**src/rtl/edo_pkg.sv**
```systemverilog
package edo_pkg;
  typedef struct packed {
    logic ras_fall;
    logic ras_rise;
    logic cas_fall;
    logic cas_rise;
    logic we_fall;
  } strobe_ev_t;
endpackage

```
**src/rtl/edo_strobe_edges.sv**
```systemverilog
module edo_strobe_edges
  import edo_pkg::*;
(
  input  logic       clk,
  input  logic       rst_n,
  input  logic       ras_n,
  input  logic       cas_n,
  input  logic       we_n,
  output strobe_ev_t ev
);
  logic ras_q, cas_q, we_q;

  always_ff @(posedge clk or negedge rst_n) begin
    if (!rst_n) begin
      ras_q <= 1'b1;
      cas_q <= 1'b1;
      we_q  <= 1'b1;
    end else begin
      ras_q <= ras_n;
      cas_q <= cas_n;
      we_q  <= we_n;
    end
  end

  always_comb begin
    ev.ras_fall = ras_q & ~ras_n;
    ev.ras_rise = ~ras_q & ras_n;
    ev.cas_fall = cas_q & ~cas_n;
    ev.cas_rise = ~cas_q & cas_n;
    ev.we_fall  = we_q & ~we_n;
  end
endmodule

```
**src/rtl/edo_cell_array.sv**
```systemverilog
module edo_cell_array #(
  parameter int DW = 16,
  parameter int IW = 6,
  localparam int DEPTH = 1 << IW
) (
  input  logic          clk,
  input  logic          wr_en,
  input  logic [IW-1:0] wr_idx,
  input  logic [DW-1:0] wr_data,
  input  logic [IW-1:0] rd_idx,
  output logic [DW-1:0] rd_data
);
  logic [DW-1:0] cells [DEPTH];

  always_ff @(posedge clk) begin
    if (wr_en) cells[wr_idx] <= wr_data;
  end

  assign rd_data = cells[rd_idx];
endmodule

```
**src/rtl/edo_out_latch.sv**
```systemverilog
module edo_out_latch #(
  parameter int DW = 16
) (
  input  logic          clk,
  input  logic          rst_n,
  input  logic          load,
  input  logic [DW-1:0] load_data,
  input  logic          kill,
  output logic          drv,
  output logic [DW-1:0] dat
);
  logic          drv_nxt;
  logic [DW-1:0] dat_nxt;

  always_comb begin
    drv_nxt = drv;
    dat_nxt = dat;
    if (load) begin
      drv_nxt = 1'b1;
      dat_nxt = load_data;
    end else if (kill) begin
      drv_nxt = 1'b0;
    end
  end

  always_ff @(posedge clk or negedge rst_n) begin
    if (!rst_n) begin
      drv <= 1'b0;
      dat <= '0;
    end else begin
      drv <= drv_nxt;
      if (load) dat <= dat_nxt;
    end
  end
endmodule

```
**src/rtl/edo_out_ctrl.sv**
```systemverilog
module edo_out_ctrl
  import edo_pkg::*;
#(
  parameter int DW     = 16,
  parameter int ROW_W  = 3,
  parameter int COL_W  = 3,
  parameter int ADDR_W = (ROW_W > COL_W) ? ROW_W : COL_W
) (
  input  logic              clk,
  input  logic              rst_n,
  input  logic              ras_n,
  input  logic              cas_n,
  input  logic              we_n,
  input  logic              oe_n,
  input  logic [ADDR_W-1:0] addr,
  input  logic [DW-1:0]     dq_in,
  output logic [DW-1:0]     dq_out,
  output logic              dq_oe
);
  localparam int IW = ROW_W + COL_W;

  logic [1:0] rst_sync;
  logic       rst_int_n;

  always_ff @(posedge clk or negedge rst_n) begin
    if (!rst_n) rst_sync <= 2'b00;
    else        rst_sync <= {rst_sync[0], 1'b1};
  end
  assign rst_int_n = rst_sync[1];

  strobe_ev_t ev;
  edo_strobe_edges u_edges (
    .clk(clk), .rst_n(rst_int_n), .ras_n(ras_n), .cas_n(cas_n), .we_n(we_n), .ev(ev)
  );

  logic             row_act, row_act_nxt;
  logic             cbr, cbr_nxt;
  logic             io_open, io_open_nxt;
  logic [ROW_W-1:0] row_q, row_nxt;
  logic [COL_W-1:0] col_q, col_nxt;
  logic             access_ok, cas_go, early_wr, late_wr;
  logic             load, kill, drv;
  logic [IW-1:0]    rd_idx, wr_idx;
  logic [DW-1:0]    rd_data;

  always_comb begin
    access_ok = row_act & ~cbr & ~ras_n;
    cas_go    = access_ok & ev.cas_fall;
    early_wr  = cas_go & ~we_n;
    late_wr   = access_ok & io_open & ev.we_fall & ~cas_n;
    load      = cas_go & we_n;
    kill      = (ras_n & cas_n) | (ev.ras_fall & cas_n) | early_wr
              | (access_ok & io_open & ~cas_n & ~we_n);
    rd_idx    = {row_q, addr[COL_W-1:0]};
    wr_idx    = early_wr ? {row_q, addr[COL_W-1:0]} : {row_q, col_q};
  end

  always_comb begin
    row_act_nxt = row_act;
    cbr_nxt     = cbr;
    io_open_nxt = io_open;
    row_nxt     = row_q;
    col_nxt     = col_q;
    if (ev.ras_fall) begin
      row_act_nxt = 1'b1;
      cbr_nxt     = ~cas_n;
      if (cas_n) row_nxt = addr[ROW_W-1:0];
    end
    if (ev.ras_rise) begin
      row_act_nxt = 1'b0;
      cbr_nxt     = 1'b0;
      io_open_nxt = 1'b0;
    end
    if (cas_go) begin
      col_nxt     = addr[COL_W-1:0];
      io_open_nxt = 1'b1;
    end
    if (ev.cas_rise) io_open_nxt = 1'b0;
  end

  always_ff @(posedge clk or negedge rst_int_n) begin
    if (!rst_int_n) begin
      row_act <= 1'b0;
      cbr     <= 1'b0;
      io_open <= 1'b0;
      row_q   <= '0;
      col_q   <= '0;
    end else begin
      row_act <= row_act_nxt;
      cbr     <= cbr_nxt;
      io_open <= io_open_nxt;
      if (ev.ras_fall) row_q <= row_nxt;
      if (cas_go)      col_q <= col_nxt;
    end
  end

  edo_cell_array #(.DW(DW), .IW(IW)) u_array (
    .clk(clk), .wr_en(early_wr | late_wr), .wr_idx(wr_idx), .wr_data(dq_in),
    .rd_idx(rd_idx), .rd_data(rd_data)
  );

  edo_out_latch #(.DW(DW)) u_latch (
    .clk(clk), .rst_n(rst_int_n), .load(load), .load_data(rd_data),
    .kill(kill), .drv(drv), .dat(dq_out)
  );

  assign dq_oe = drv & ~oe_n;
endmodule

```
**config.mk**
```make
export PLATFORM = sky130hd
export DESIGN_NAME = edo_out_ctrl
export DESIGN_NICKNAME = d
export VERILOG_FILES = /design/src/rtl/edo_pkg.sv /design/src/rtl/edo_strobe_edges.sv /design/src/rtl/edo_cell_array.sv /design/src/rtl/edo_out_latch.sv /design/src/rtl/edo_out_ctrl.sv
export SDC_FILE = /design/constraint.sdc
export NUM_CORES = 1
export LEC_CHECK = 0
export ABC_AREA = 1
export BUFFER_PORTS_ARGS = -buffer_cell sky130_fd_sc_hd__buf_4
export CELL_PAD_IN_SITES_DETAIL_PLACEMENT = 1
export CELL_PAD_IN_SITES_GLOBAL_PLACEMENT = 1
export CORE_UTILIZATION = 40
export CTS_CLUSTER_DIAMETER = 50
export DETAILED_ROUTE_END_ITERATION = 7
export GPL_ROUTABILITY_DRIVEN = 0
export PLACE_DENSITY_LB_ADDON = 0.1
export SYNTH_ARGS = -nofsm -noshare
export SYNTH_HDL_FRONTEND = slang
export SYNTH_SLANG_ARGS = --single-unit
export TNS_END_PERCENT = 30
```
**constraint.sdc**
```tcl
create_clock -name clk -period 1.25 [get_ports clk]
set_input_delay 0.25 -clock clk [delete_from_list [all_inputs] [get_ports clk]]
set_output_delay 0.25 -clock clk [all_outputs]
set_load 0.1 [all_outputs]
```
[Word-level counts from Yosys, hierarchy flattened]
Memories as Yosys holds them, arrays and structs flattened. A register that Yosys moved wholly into a read port is not among the register bits.
Index checks and enable logic that the tools add are counted.
Word-level totals
  bits in registers: 15
  RAM bits: 1024
  output and inout bits: 17
  memories kept: 1
Memory list
  u_array.cells: words 64, bits a word 16, read ports 1, clocked after Yosys merged registers in 1, wr ports 1, line edo_cell_array.sv:13  | logic [DW-1:0] cells [DEPTH];
Operators by class
  mux-type cells: 12
  bitwise operators: 29
  reduce and logical (&&, ||, !) cells: 5
Operators with widths (count)
  1-bit bitwise AND: 18
  1-bit 2-to-1 mux: 11
  1-bit NOT: 7
  1-bit OR: 4
  2-bit nonzero test: 2
  3-bit 2-to-1 mux: 1
  3-bit nonzero test: 1
  2-bit AND reduction: 1
  1-bit logical NOT: 1

[Longest topological paths before layout]
  depth after elaboration: 9
  depth in mapped cells: 15

[Hierarchy]
From an unflattened synthesis, not the netlist that was laid out.
Second synthesis, totals
  cells, all modules: 3653
  area total of the unflattened synthesis: 43096.3 µm²
By module, submodules not included
  edo_cell_array: instances 1, cells an instance 3501, area an instance 41778.8 µm², seq. area each 30749.5 µm²
  edo_out_latch: instances 1, cells an instance 72, area an instance 675.6 µm², seq. area each 425.4 µm²
  edo_out_ctrl: instances 1, cells an instance 67, area an instance 525.5 µm², seq. area each 275.3 µm²
  edo_strobe_edges: instances 1, cells an instance 13, area an instance 116.4 µm², seq. area each 78.8 µm²

[Worst setup path before layout]
Ideal clock, no wire load.
  kind: reg2reg
  start point: register u_edges.cas_q
  end point: memory u_array.cells[49][0] (enable)
  setup time: 388 ps
  arrival time: 2192 ps
  data required time: 862 ps
  setup slack: -1330 ps
  stages on the path, launching flop included: 8
  clock period less this slack: 2580 ps
  path through: dfstp_2 -> inv_1 -> nor3_4 -> nand2_4 -> a21boi_1 -> nor2_4 -> nand2_1 -> nor2_1
Between the ends
  word-level cells in the longest chain between the ends: 6
Ends and longest elaborated chain
  start: declaration: line edo_strobe_edges.sv:11  | logic ras_q, cas_q, we_q;
  start signal: assignment: line edo_strobe_edges.sv:20  | cas_q <= cas_n;
  1-bit bitwise AND (*): line edo_strobe_edges.sv:28  | ev.cas_fall = cas_q & ~cas_n;
  1-bit bitwise AND (*): line edo_out_ctrl.sv:48  | cas_go = access_ok & ev.cas_fall;
  1-bit bitwise AND (*): line edo_out_ctrl.sv:49  | early_wr = cas_go & ~we_n;
  1-bit OR: line edo_out_ctrl.sv:98  | .clk(clk), .wr_en(early_wr | late_wr), .wr_idx(wr_idx), .wr_data(dq_in),
  1-bit 2-to-1 mux: line edo_cell_array.sv:16  | if (wr_en) cells[wr_idx] <= wr_data;
  1-bit 2-to-1 mux (implied by the code): line edo_cell_array.sv:16
  end: declaration: line edo_cell_array.sv:13
Every way passes the cells marked *; elsewhere a longest branch is shown, timed or not.

[Worst setup path after layout]
  start point: register u_edges.cas_q
  end point: memory u_array.cells[22][11] (enable)
Same word-level chain as after synthesis.

==> impl_metrics.env <==
export IMPL_outcome="finished with violations"
export IMPL_violations="negative setup slack"
export IMPL_nets=4594
export IMPL_tns_ps=-1135750
export IMPL_grt_pass1_wl_um=213000
export IMPL_clkLatencyLatePin_ps=740
export IMPL_start_util=0.404
export IMPL_finalCriticalPeriod_ps=2440
export IMPL_cp_slowest_cell="dfstp_2"
export IMPL_finalCritPeriodShare=1.95
export IMPL_hp_class="in2reg"
export IMPL_async_flop_share=0.0294
export IMPL_finalPower_mw=90.5
export IMPL_clockBufferDepth=3
export IMPL_crit_type="reg2reg"
export IMPL_yosys_cell_count_top_type="nand2_1"
export IMPL_ir_worst_vdd_uv=1410
export IMPL_io_pins=42
export IMPL_drt_total_wl_um=148000
export IMPL_h_tree_depth=4
export IMPL_synth_mux_area_frac=0
export IMPL_cellPowerDensity_nw_per_um2=1610
export IMPL_grt_max_degree=65
export IMPL_cts_sinks=1055
export IMPL_reg2reg_slack_ps=-1190
export IMPL_reg2reg_from="u_edges.cas_q"
export IMPL_p_leak_nw=22.7
export IMPL_floorplan_die_area_um2=113000
export IMPL_yosys_warnings=0
export IMPL_worstHoldStart="dq_in[6]"
export IMPL_min_delay_path_depth=2
export IMPL_core_rowCount=122
export IMPL_core_area_um2=111000
export IMPL_grt_overflow=0
export IMPL_fill_cells=11693
export IMPL_synth_adder_area_share=0.000558
export IMPL_critPathLaunchType="register"
export IMPL_synthXorXnorAreaFrac=0
export IMPL_min_to="u_array.cells[51][6]"
export IMPL_hold_violations=0
export IMPL_drt_pass1_iter_count=5
export IMPL_synth_distinct_cells=33
export IMPL_synth_seq_area_share=0.704
export IMPL_ys_ff_latch=1055
export IMPL_synth_simple_gate_area_share=0.206
export IMPL_rr_worst_depth=11
export IMPL_syn2layout_area_growth_pct=25.7
export IMPL_die_y_um=337
export IMPL_crit_arrival_ps=2890
export IMPL_critical_path_max_fanout=8
export IMPL_synth_edf_count=1024
export IMPL_cap_viol_max_count=0
export IMPL_cts_tree="built"
export IMPL_syn_area_um2=44800
export IMPL_antenna_found_initial=4
export IMPL_synth_top_area_frac=0.686
export IMPL_fin_ws_ps=-1190
export IMPL_ant_nets=0
export IMPL_cts_root_buf="clkbuf_16"
export IMPL_synth_compound_area_frac=0.0195
export IMPL_final_cell_area_um2=56300
export IMPL_drt_iter0_markers=2623
export IMPL_final_setup_skew_ps=28.6
export IMPL_synth_top_family_by_area="simple AND/OR/NAND/NOR gates"
export IMPL_clk_pin_slew_worst_paths_ps=50
export IMPL_setup_viol=1061
export IMPL_regToRegEndpoint="u_array.cells[22][11]"
export IMPL_synth_nets=4196
export IMPL_placed_cell_area_um2=50600
export IMPL_place_ws_ps=-1210
export IMPL_numCtsBuffers=141
export IMPL_synth_flop_cell="edfxtp_1"
export IMPL_synthTopCellsByCount="1215 x nand2_1, 1024 x edfxtp_1, 618 x nand3_1, 504 x inv_1, 356 x nor2_1"
export IMPL_drcViolationCount=0
export IMPL_drt_wirelength_per_cell_um=24.0
export IMPL_slowest_delay_ps=540
export IMPL_crit_path_cell_trace="inv_2 -> nor3_4 -> nand2_4 -> buf_4 -> nand2_1 -> o21ai_4 -> inv_2 -> nand2_2 -> buf_4 -> nor2_4 -> clkbuf_16"
export IMPL_drive_above_1_share=0.171
export IMPL_synth_cells=4169
export IMPL_via_per_inst=5.10
export IMPL_synth_avg_cell_area_um2=10.7
export IMPL_slew_viol_final=0
export IMPL_yosys_area_top_type="edfxtp_1"
export IMPL_timing_fmax_mhz=410
export IMPL_hpwl_um=97400
export IMPL_vias=31464
export IMPL_track_usage=0.262
export IMPL_n_antenna_cell=0
export IMPL_synthTopCellsByArea="edfxtp_1 69%, nand2_1 10%, nand3_1 6.9%, inv_1 4.2%, nor2_1 3.0%"
export IMPL_critPathRequiredTime_ps=1700
export IMPL_crit_path_end_kind="register"
export IMPL_grt_pass1_vias=32431
export IMPL_io_buffers=41
export IMPL_die_w_um=337
export IMPL_rsz0062_at_grt="yes"
## metal layers
layer / global-route usage / part of all wire / vias to the layer above
met2: 0.431 / 0.48 / 753
met5: 0 / 0 / -
met3: 0.0357 / 0.047 / 209
li1: - / - / 14622
met1: 0.356 / 0.44 / 15880
met4: 0.0903 / 0.029 / 0
## worst max-delay path by stage
stage,endpoint,slack (ps),startpoint
2_1_floorplan,u_array.cells[49][0],-1330,u_edges.cas_q
3_3_place_gp,u_array.cells[57][6],-1180,u_edges.cas_q
3_5_place_dp,u_array.cells[53][7],-1210,u_edges.cas_q
4_1_cts,u_array.cells[37][7],-1140,cbr
5_1_grt,u_array.cells[22][11],-1250,u_edges.cas_q
6_report,u_array.cells[22][11],-1190,u_edges.cas_q
## worst max-delay path: cells and delay by family (launching register included)
kind            cells  cell delay (ps)
compound gates      1              100
buf+inv             5              760
flops               1              540
simple gates        5              730
## cell usage in the layout, fill, tap and decap left out, drive strengths merged
cell / Yosys / final
a21boi: 1 / 1
buf: 155 / 453
bufinv: 0 / 10
clkbuf: 66 / 169
clkinv: 1 / 49
clkinvlp: 0 / 17
conb: 1 / 1
dfrtp: 28 / 28
dfstp: 3 / 3
dlygate4sd3: 0 / 18
edfxtp: 1024 / 1024
ha: 2 / 2
inv: 508 / 525
nand2: 1223 / 1223
nand3: 618 / 618
nand3b: 1 / 1
nor2: 362 / 362
nor3: 1 / 1
nor4: 1 / 1
o211ai: 22 / 22
o21ai: 133 / 133
o31ai: 1 / 1
o41ai: 1 / 1
or2: 17 / 17
## repair_timing
action / CTS / global route
setup buffers: 9 / 4
gates resized for setup: 78 / 79
pin swaps: 8 / 14
endpoints found under the hold margin: 155 / 0
hold buffers: 18 / 0
cloned: 7 / 10
setup endpoints to repair: 1061 / 1065
## power breakdown
part | total [mW] | internal (mW) | leakage (nW) | switching (mW)
logic | 11.3 | 3.36 | 10.9 | 7.92
clock network | 39.7 | 23.8 | 2.22 | 15.8
registers | 39.5 | 39.1 | 9.57 | 0.402
## per-stage QoR
stage / utilization / hold slack, ps / cells
final: 0.508 / 34.6 / 6168
after CTS: 0.504 / 2.65 / 6156
after floorplan: - / -45.6 / 4169
after detailed placement: 0.457 / 33.6 / 5866
after global placement: 0.457 / 32.7 / 5866
after global routing: 0.508 / 24.3 / 6168
## layout make-up
cell class,instances,area (µm²),area share
clock buffers,164,3760,0.0668
clock inverters,92,850,0.0151
inverters,509,1940,0.0344
multi-input cells,2384,10600,0.187
flip-flops and latches,1055,31500,0.560
well taps,1488,1860,0.0331
repair buffers,476,5810,0.103
## cells by family (layout without fill, tap and decap cells)
logic type | count (synthesis) | count (layout)
flip-flops | 1055 | 1055
adder cells (fa/ha/maj) | 2 | 2
AO/OA/AOI/OAI | 158 | 158
other | 1 | 1
AND/OR/NAND/NOR | 2223 | 2223
buffers and inverters | 730 | 1241
## state kept, by name, summed over array words and instances (netlist names)
signal	flops
rst_sync	2
u_edges.ras_q	1
row_act	1
col_q	3
cbr	1
u_edges.we_q	1
u_latch.dat	16
io_open	1
u_edges.cas_q	1
u_latch.drv	1
u_array.cells	1024
row_q	3
Note: power is estimated with default switching activity, not from simulation.
